<file path="src/rtl/wlg_pkg.sv">
package wlg_pkg;

  typedef enum logic [1:0] {
    PROT_NONE     = 2'b00,
    PROT_TOP_QTR  = 2'b01,
    PROT_TOP_HALF = 2'b10,
    PROT_ALL      = 2'b11
  } prot_lvl_e;

  localparam int unsigned ST_BUSY = 0;
  localparam int unsigned ST_WEL  = 1;
  localparam int unsigned ST_LV0  = 2;
  localparam int unsigned ST_LV1  = 3;

  function automatic logic [7:0] pack_status(input logic busy, input logic wel,
                                             input prot_lvl_e lvl);
    logic [7:0] s;
    if (busy) begin
      s = 8'hFF;
    end else begin
      s = 8'h00;
      s[ST_WEL] = wel;
      s[ST_LV0] = lvl[0];
      s[ST_LV1] = lvl[1];
    end
    return s;
  endfunction

endpackage

</file>
<file path="src/rtl/wlg_zone_dec.sv">
module wlg_zone_dec
  import wlg_pkg::*;
#(
  parameter int unsigned ADDR_W = 9
) (
  input  prot_lvl_e          lvl_i,
  input  logic [ADDR_W-1:0]  addr_i,
  output logic               locked_o
);
  localparam int unsigned TOP = ADDR_W - 1;

  always_comb begin
    unique case (lvl_i)
      PROT_NONE:     locked_o = 1'b0;
      PROT_TOP_QTR:  locked_o = addr_i[TOP] & addr_i[TOP-1];
      PROT_TOP_HALF: locked_o = addr_i[TOP];
      default:       locked_o = 1'b1;
    endcase
  end
endmodule

</file>
<file path="src/rtl/wlg_cyc_timer.sv">
module wlg_cyc_timer #(
  parameter int unsigned CYC_LEN = 20
) (
  input  logic clk,
  input  logic rst_n,
  input  logic start_i,
  output logic busy_o,
  output logic last_o
);
  localparam int unsigned CW = $clog2(CYC_LEN + 1);
  localparam logic [CW-1:0] LOAD = CW'(CYC_LEN);
  localparam logic [CW-1:0] ONE  = CW'(1);

  logic [CW-1:0] cnt_q;

  always_ff @(posedge clk or negedge rst_n) begin
    if (!rst_n)              cnt_q <= '0;
    else if (start_i)        cnt_q <= LOAD;
    else if (cnt_q != '0)    cnt_q <= cnt_q - ONE;
  end

  assign busy_o = (cnt_q != '0);
  assign last_o = (cnt_q == ONE);

  // independent length checker
  logic [CW-1:0] ck_len_q;
  always_ff @(posedge clk or negedge rst_n) begin
    if (!rst_n)       ck_len_q <= '0;
    else if (busy_o)  ck_len_q <= ck_len_q + ONE;
    else              ck_len_q <= '0;
  end

  AST_NO_RESTART: assert property (@(posedge clk) disable iff (!rst_n)
    start_i |-> !busy_o);
  AST_BUSY_HOLD: assert property (@(posedge clk) disable iff (!rst_n)
    (busy_o && ck_len_q != LOAD - ONE) |=> busy_o);
  AST_BUSY_END: assert property (@(posedge clk) disable iff (!rst_n)
    (busy_o && ck_len_q == LOAD - ONE) |=> !busy_o);
endmodule

</file>
<file path="src/rtl/wlg_wel_regs.sv">
module wlg_wel_regs
  import wlg_pkg::*;
(
  input  logic      clk,
  input  logic      rst_n,
  input  logic      set_i,
  input  logic      clr_i,
  input  logic      cyc_end_i,
  input  logic      lvl_we_i,
  input  logic [1:0] lvl_d_i,
  output logic      wel_o,
  output prot_lvl_e lvl_o
);
  always_ff @(posedge clk or negedge rst_n) begin
    if (!rst_n)                  wel_o <= 1'b0;
    else if (clr_i || cyc_end_i) wel_o <= 1'b0;
    else if (set_i)              wel_o <= 1'b1;
  end

  always_ff @(posedge clk or negedge rst_n) begin
    if (!rst_n)        lvl_o <= PROT_NONE;
    else if (lvl_we_i) lvl_o <= prot_lvl_e'(lvl_d_i);
  end
endmodule

</file>
<file path="src/rtl/wprot_unit.sv">
module wprot_unit
  import wlg_pkg::*;
#(
  parameter int unsigned ADDR_W  = 9,
  parameter int unsigned CYC_LEN = 20
) (
  input  logic              clk,
  input  logic              rst_n,
  input  logic              guard_pin_i,
  input  logic              cmd_we_set_i,
  input  logic              cmd_we_clr_i,
  input  logic              cmd_stw_i,
  input  logic [1:0]        stw_lvl_i,
  input  logic              cmd_aw_i,
  input  logic [ADDR_W-1:0] aw_addr_i,
  output logic [7:0]        status_o,
  output logic              busy_o,
  output logic              res_valid_o,
  output logic              res_ok_o
);
  logic      busy, last, wel, locked, idle;
  logic      aw_go, stw_go, start, set_en, clr_en;
  prot_lvl_e lvl;

  wlg_zone_dec #(.ADDR_W(ADDR_W)) u_zone (
    .lvl_i(lvl), .addr_i(aw_addr_i), .locked_o(locked)
  );

  wlg_cyc_timer #(.CYC_LEN(CYC_LEN)) u_tmr (
    .clk(clk), .rst_n(rst_n), .start_i(start), .busy_o(busy), .last_o(last)
  );

  assign idle   = !busy;
  assign aw_go  = cmd_aw_i  && wel && idle && !locked;
  assign stw_go = cmd_stw_i && wel && idle;
  assign start  = aw_go || stw_go;
  assign set_en = cmd_we_set_i && idle && guard_pin_i;
  assign clr_en = cmd_we_clr_i && idle;

  wlg_wel_regs u_regs (
    .clk(clk), .rst_n(rst_n), .set_i(set_en), .clr_i(clr_en),
    .cyc_end_i(last), .lvl_we_i(stw_go), .lvl_d_i(stw_lvl_i),
    .wel_o(wel), .lvl_o(lvl)
  );

  always_ff @(posedge clk or negedge rst_n) begin
    if (!rst_n) begin
      res_valid_o <= 1'b0;
      res_ok_o    <= 1'b0;
    end else begin
      res_valid_o <= cmd_aw_i || cmd_stw_i;
      res_ok_o    <= start;
    end
  end

  assign busy_o   = busy;
  assign status_o = pack_status(busy, wel, lvl);

  AST_ONE_CMD: assert property (@(posedge clk) disable iff (!rst_n)
    $onehot0({cmd_we_set_i, cmd_we_clr_i, cmd_stw_i, cmd_aw_i}));
  AST_PIN_LOW: assert property (@(posedge clk) disable iff (!rst_n)
    (cmd_we_set_i && !guard_pin_i && !busy_o && !status_o[ST_WEL]) |=> !status_o[ST_WEL]);
  AST_CLR_ANY: assert property (@(posedge clk) disable iff (!rst_n)
    (cmd_we_clr_i && !busy_o) |=> !status_o[ST_WEL]);
  AST_ACC_BUSY: assert property (@(posedge clk) disable iff (!rst_n)
    (res_valid_o && res_ok_o) |-> busy_o);
  AST_NEED_WEL: assert property (@(posedge clk) disable iff (!rst_n)
    ((cmd_aw_i || cmd_stw_i) && !busy_o && !status_o[ST_WEL]) |=> (res_valid_o && !res_ok_o));
  AST_REJ_BUSY: assert property (@(posedge clk) disable iff (!rst_n)
    ((cmd_aw_i || cmd_stw_i) && busy_o) |=> (res_valid_o && !res_ok_o));
  AST_AUTO_CLR: assert property (@(posedge clk) disable iff (!rst_n)
    $fell(busy_o) |-> !status_o[ST_WEL]);
  AST_ALL_ONES: assert property (@(posedge clk) disable iff (!rst_n)
    $rose(busy_o) |-> (status_o == 8'hFF));
endmodule

</file>
<file path="config.mk">
export PLATFORM = sky130hd
export DESIGN_NAME = wprot_unit
export DESIGN_NICKNAME = d
export VERILOG_FILES = /design/src/rtl/wlg_pkg.sv /design/src/rtl/wlg_zone_dec.sv /design/src/rtl/wlg_cyc_timer.sv /design/src/rtl/wlg_wel_regs.sv /design/src/rtl/wprot_unit.sv
export SDC_FILE = /design/constraint.sdc
export NUM_CORES = 1
export LEC_CHECK = 0
export ABC_AREA = 1
export BUFFER_PORTS_ARGS = -buffer_cell sky130_fd_sc_hd__buf_2
export CORE_ASPECT_RATIO = 0.6
export CORE_MARGIN = 2
export CORE_UTILIZATION = 28
export CTS_CLUSTER_DIAMETER = 100
export DETAILED_ROUTE_END_ITERATION = 7
export GPL_TIMING_DRIVEN = 0
export PLACE_DENSITY = 0.54
export SLEW_MARGIN = 0
export SYNTH_ARGS = -nofsm -noshare
export SYNTH_HDL_FRONTEND = slang
export SYNTH_SLANG_ARGS = --single-unit
</file>
<file path="constraint.sdc">
create_clock -name clk -period 1.95 [get_ports clk]
set_clock_uncertainty 0.1 [all_clocks]
set_input_delay 0.195 -clock clk [delete_from_list [all_inputs] [get_ports clk]]
set_output_delay 0.195 -clock clk [all_outputs]
set_load 0.1 [all_outputs]
</file>
==> impl_metrics.tcl, run 1 <==
set metrics [dict create \
    crit_chain "inv_2, ha_4, inv_1, nor2_4, nand2_4, inv_4, nand2_2, buf_12" \
    reg2reg_setup_slack_ns 0.28 \
    end_kind "output pin" \
    drtPass1Iterations 4 \
    num_vias 564 \
    p_leak_uw 0.000524 \
    cp_slowest_cell "dfrtp_1" \
    fin_nets 134 \
    report.final.slew_viol_count 0 \
    placementRows 13 \
    peakVddDrop_v 0.000483 \
    grt_overflow 0 \
    slew_headroom_pct 67.4 \
    numCtsBuffers 3 \
    maxCapViolCount 0 \
    cts_sinks 10 \
    cpPeakStageDelay_ns 0.41 \
    dieArea_sq_mm 0.00259 \
    rsz0062_at_grt "yes" \
    grt_start_max_net_pins 11 \
    period_minus_slack_ns 1.93 \
    place_ws_ns 0.109 \
    yosysUniqueCellTypes 18 \
    clk_pin_slew_ns 0.07 \
    avgSynthCellArea_sq_um 8.07 \
    clk_latency_ns 0.27 \
    ant_nets 0 \
    critPathLaunchType "register" \
    finalHoldViolations 0 \
    design_area_sq_um 986 \
    cp_num_buf_inv 4 \
    hold_path.class "input port to register" \
    yosysMostFrequentCell "nand2_1" \
    cts_tree "built" \
    core-area_sq_mm 0.00211 \
    syn_to_final_growth_pct 60.8 \
    finalSetupViolations 0 \
    whs_ns 0.0260 \
    hpwl_um 934 \
    layout-drive-gt1-share_pct 49.1 \
    cts.path.max_buffers 2 \
    fp.dieH_um 40.2 \
    finalSetupTns_ns 0 \
    synth_nets 97 \
    wirelength_mm 1.53 \
    tightest_slew_ns 0.492 \
    r2r_start "u_tmr.cnt_q[1]" \
    cp_max_fo 5 \
    vias_per_cell 3.97 \
    ys_ff_latch 10 \
    synth_edf_count 0 \
    crit_start "u_tmr.cnt_q[1]" \
    grt_antenna_before_repair 0 \
    crit_type "register to output pin" \
    drc 0 \
    ys_seq_area_share_pct 40.8 \
    netlist.top_cell.by_area "dfrtp_1" \
    power_uw 1760 \
    n_antenna_cell 0 \
    fmax_ghz 0.519 \
    cts_root_buf "clkbuf_4" \
    min_to "res_valid_o" \
    reg2reg_depth 10 \
    synth_top_area_share_pct 40.8 \
    cts_max_level 1 \
    layout_setup_ws_ns 0.0242 \
    path_delay_family "buffers and inverters" \
    netlist_area_sq_um 613 \
    yosys_warnings 0 \
    finalCritPeriodShare_pct 98.8 \
    dr.first_iter.drc_count 20 \
    first_global_vias 499 \
    synth_commonest_cells "16 x nand2_1, 13 x inv_1, 10 x dfrtp_1, 8 x nor2_1, 5 x buf_4" \
    critical_path_required_ns 1.65 \
    start_util_pct 29.0 \
    whs_path_depth 2 \
    reg2reg_to "u_tmr.cnt_q[0]" \
    grt_pass1_wl_mm 2.21 \
    die_x_um 64.4 \
    async_flop_share_pct 100 \
    dpl-instance-area_sq_um 756 \
    place_congestion 0.722 \
    grt_use_total_pct 12.2 \
    status "complete, no violations" \
    port_buffers 21 \
    synthTopCellsByArea "dfrtp_1 41%, nand2_1 9.8%, inv_1 8.0%, buf_4 6.1%, ha_1 6.1%" \
    cellPowerDensity_mw_per_mm2 1780 \
    ioPinCount 29 \
    cp_data_arrival_time_ns 1.63 \
    syn_inst 76 \
    hp-start "cmd_aw_i" \
    wire_per_inst_um 10.7 \
    synth-main-ff-cell "dfrtp_1" \
]
metrics by stage:
| stage | instances | utilization (%) |
|---|---|---|
| 2_1_floorplan | 76 | - |
| 3_3_place_gp | 127 | 35.7 |
| 3_5_place_dp | 127 | 35.7 |
| 4_1_cts | 134 | 40.2 |
| 5_1_grt | 142 | 46.6 |
| 6_report | 142 | 46.6 |
layout by cell type, fill, tap and decap left out, drive strengths merged:
cell type / instances
buf: 35
dfrtp: 10
o21ai: 4
nand2: 20
nand4: 1
or2: 1
nand3b: 2
dlygate4sd3: 1
clkbuf: 4
nand3: 4
xor2: 2
ha: 3
nor2: 11
nor3: 1
inv: 13
where the power goes:
group | internal [uW] | switching, uW
Sequential | 290 | 82.7
Combinational | 450 | 741
Clock | 114 | 79.2
Total | 853 | 903
cell type report:
| class | count | area [sq um] |
|---|---|---|
| Multi-Input combinational cell | 49 | 308 |
| Inverter | 13 | 51.3 |
| Sequential cell | 10 | 250 |
| Fill cell | 216 | 1130 |
| Buffer | 5 | 37.5 |
| Timing Repair Buffer | 31 | 265 |
| Tap cell | 30 | 37.5 |
| Clock buffer | 4 | 36.3 |
worst max-delay path by stage:
stage / cells past startpoint / slack (ns) / end
final: 8 / 0.02 / status_o[1]
after global routing: 8 / -0.05 / status_o[1]
after CTS: 7 / 0.003 / status_o[4]
after detailed placement: 8 / 0.11 / status_o[2]
after global placement: 8 / 0.13 / status_o[3]
after floorplan: 7 / -0.22 / status_o[1]
layer usage:
metal / GRT usage, % / up-vias / part of all wire (%)
met5: 0 / - / 0
met4: 4.79 / 0 / 0.52
met3: 5.06 / 2 / 5.6
met2: 20.3 / 16 / 48
met1: 14.7 / 243 / 46
li1: - / 303 / -
state kept, by name, indices dropped and copies added, names as in the netlist:
register and count:
u_tmr.cnt_q 5, res_valid_o 1, u_regs.wel_o 1, u_regs.lvl_o 2
res_ok_o 1
repair_timing:
action                                 in CTS  in global routing
endpoints found under the hold margin      10                  0
setup endpoints to repair                   9                  8
pin swaps                                   0                  1
resized for setup                          13                 21
buffers inserted                            2                  7
cloned                                      0                  1
hold buffers                                1                  0
cell families (layout without fill, tap and decap cells):
logic type,Yosys count,in the layout,synth area share (%)
simple gates,39,40,32.9
compound gates,4,4,3.26
fa+ha+maj,3,3,6.12
flops,10,10,40.8
xor+xnor,2,2,2.86
buf+inv,18,53,14.1
Power figures use the tool's default switching activity.
==> run 2, diff against run 1 <==
--- a/config.mk
+++ b/config.mk
@@ -13,6 +13,7 @@
 export CTS_CLUSTER_DIAMETER = 100
 export DETAILED_ROUTE_END_ITERATION = 7
 export GPL_TIMING_DRIVEN = 0
+export HOLD_SLACK_MARGIN = 0.03
 export PLACE_DENSITY = 0.54
 export SLEW_MARGIN = 0
 export SYNTH_ARGS = -nofsm -noshare
==> run 2 against run 1 <==
Fmax about the same. Sequential cell count stayed put. Critical path type unchanged. Highest routed layer unchanged. Combinational power about the same. Die area unchanged. Clock power is essentially flat.
==> impl_metrics.tcl, run 2 (synthesized netlist as in run 1, its figures left out) <==
set metrics [dict create \
    status "complete, no violations" \
    clk_latency_ns 0.27 \
    final_cell_mix "15 x buf_4, 13 x nand2_1, 12 x buf_2, 10 x inv_1, 10 x dfrtp_1" \
    place_congestion 0.722 \
    largest_register_ffs 5 \
    fin_nets 135 \
    grt_overflow 0 \
    cellPowerDensity_mw_per_mm2 1770 \
    p_leak_uw 0.000528 \
    syn_to_final_growth_pct 62.4 \
    layout_setup_ws_ns 0.0239 \
    grt_pass1_wl_mm 2.23 \
    numCtsBuffers 3 \
    place_ws_ns 0.109 \
    drc 0 \
    crit_type "register to output pin" \
    ioPinCount 29 \
    cts_tree "built" \
    fp.dieH_um 40.2 \
    cts_sinks 10 \
    cts.path.max_buffers 2 \
    critPathLaunchType "register" \
    grt_use_total_pct 12.3 \
    clk_pin_slew_ns 0.07 \
    critical_path_required_ns 1.65 \
    n_fill_cell 215 \
    finalSetupTns_ns 0 \
    dieArea_sq_mm 0.00259 \
    grt_antenna_before_repair 0 \
    grt_start_max_net_pins 11 \
    vias_per_cell 3.97 \
    regArea_sq_um 250 \
    tightest_slew_ns 0.492 \
    n_antenna_cell 0 \
    r2r_start "u_tmr.cnt_q[1]" \
    reg_top3 "u_tmr.cnt_q (5), u_regs.lvl_o (2)" \
    cts_root_buf "clkbuf_4" \
    crit_start "u_tmr.cnt_q[1]" \
    finalSetupViolations 0 \
    cp_max_fo 5 \
    die_x_um 64.4 \
    period_minus_slack_ns 1.93 \
    end_kind "output pin" \
    cp_data_arrival_time_ns 1.63 \
    fmax_ghz 0.519 \
    ant_nets 0 \
    first_global_vias 500 \
    dpl-instance-area_sq_um 756 \
    cts_max_level 1 \
    peakVddDrop_v 0.000483 \
    report.final.slew_viol_count 0 \
    hold_path.class "input port to register" \
    wire_per_inst_um 10.7 \
    slew_headroom_pct 67.4 \
    core-area_sq_mm 0.00211 \
    placementRows 13 \
    rsz0062_at_grt "yes" \
    layout-drive-gt1-share_pct 48.7 \
    maxCapViolCount 0 \
    multi_input_area_sq_um 308 \
    drtPass1Iterations 4 \
    design_area_sq_um 996 \
    num_vias 568 \
    finalHoldViolations 0 \
    finalCritPeriodShare_pct 98.8 \
    final_common_cell "buf_4" \
    dr.first_iter.drc_count 17 \
    regMostFlops "u_tmr.cnt_q" \
    port_buffers 21 \
    start_util_pct 29.0 \
    hpwl_um 934 \
    wirelength_mm 1.53 \
    hp-start "cmd_stw_i" \
]
[run 2: cell types whose count changed in the layout (fill, tap and decap cells not counted)]
cell,change
dlygate4sd3_1,+1
[run 2: what timing repair did]
| item | CTS | global route |
|---|---|---|
| endpoints found under the setup margin | 9 | 8 |
| gates cloned | 0 | 1 |
| hold endpoints to repair | 11 | 0 |
| gates resized for setup | 13 | 21 |
| pin swaps | 0 | 1 |
| hold buffers | 2 | 0 |
| buffers inserted | 2 | 7 |
[run 2: path summary, 6_finish.rpt]
kind	cells past startpoint	to	slack, ns
min in group asynchronous	2	res_valid_o	0.22
worst min-delay path	2	res_valid_o	0.05
worst max register to register	10	u_tmr.cnt_q[0]	0.28
worst max-delay path	8	status_o[1]	0.02
max in group asynchronous	2	u_regs.lvl_o[1]	1.33
worst min register to register	2	u_regs.lvl_o[1]	0.41
[run 2: per-layer routing]
layer	vias up	share of wire (%)	wire length, um	global-route usage (%)
met2	16	48	729	20.3
met1	245	46	708	14.9
met3	2	5.6	85	5.06
met4	0	0.52	8	4.79
li1	305	-	-	-
met5	-	0	0	0
[run 2: critical path, cell delays in order (launching register included)]
cell,delay [ns]
dfrtp_1,0.41
inv_2,0.10
ha_4,0.14
inv_1,0.06
nor2_4,0.21
nand2_4,0.11
inv_4,0.09
nand2_2,0.07
buf_12,0.17
[run 2: stage by stage]
stage	hold WS (ns)	utilization (%)	power [uW]	instances
4_1_cts	0.0466	40.7	1510	135
3_5_place_dp	-0.0232	35.7	1240	127
2_1_floorplan	-0.201	-	1120	76
5_1_grt	0.0560	47.1	1870	143
6_report	0.0500	47.1	1760	143
3_3_place_gp	-0.0268	35.7	1230	127
[run 2: power by group]
part | internal [uW] | total, uW | switching (uW)
clock network | 114 | 193 | 79.2
logic | 451 | 1190 | 742
registers | 290 | 373 | 82.7
total | 855 | 1760 | 904
[run 2: final cells by class]
type,instances,area share (%)
multi-input cells,49,30.9
repair buffers,32,27.6
flip-flops and latches,10,25.1
inverters,13,5.15
plain buffers,5,3.77
well taps,30,3.77
clock buffers,4,3.64
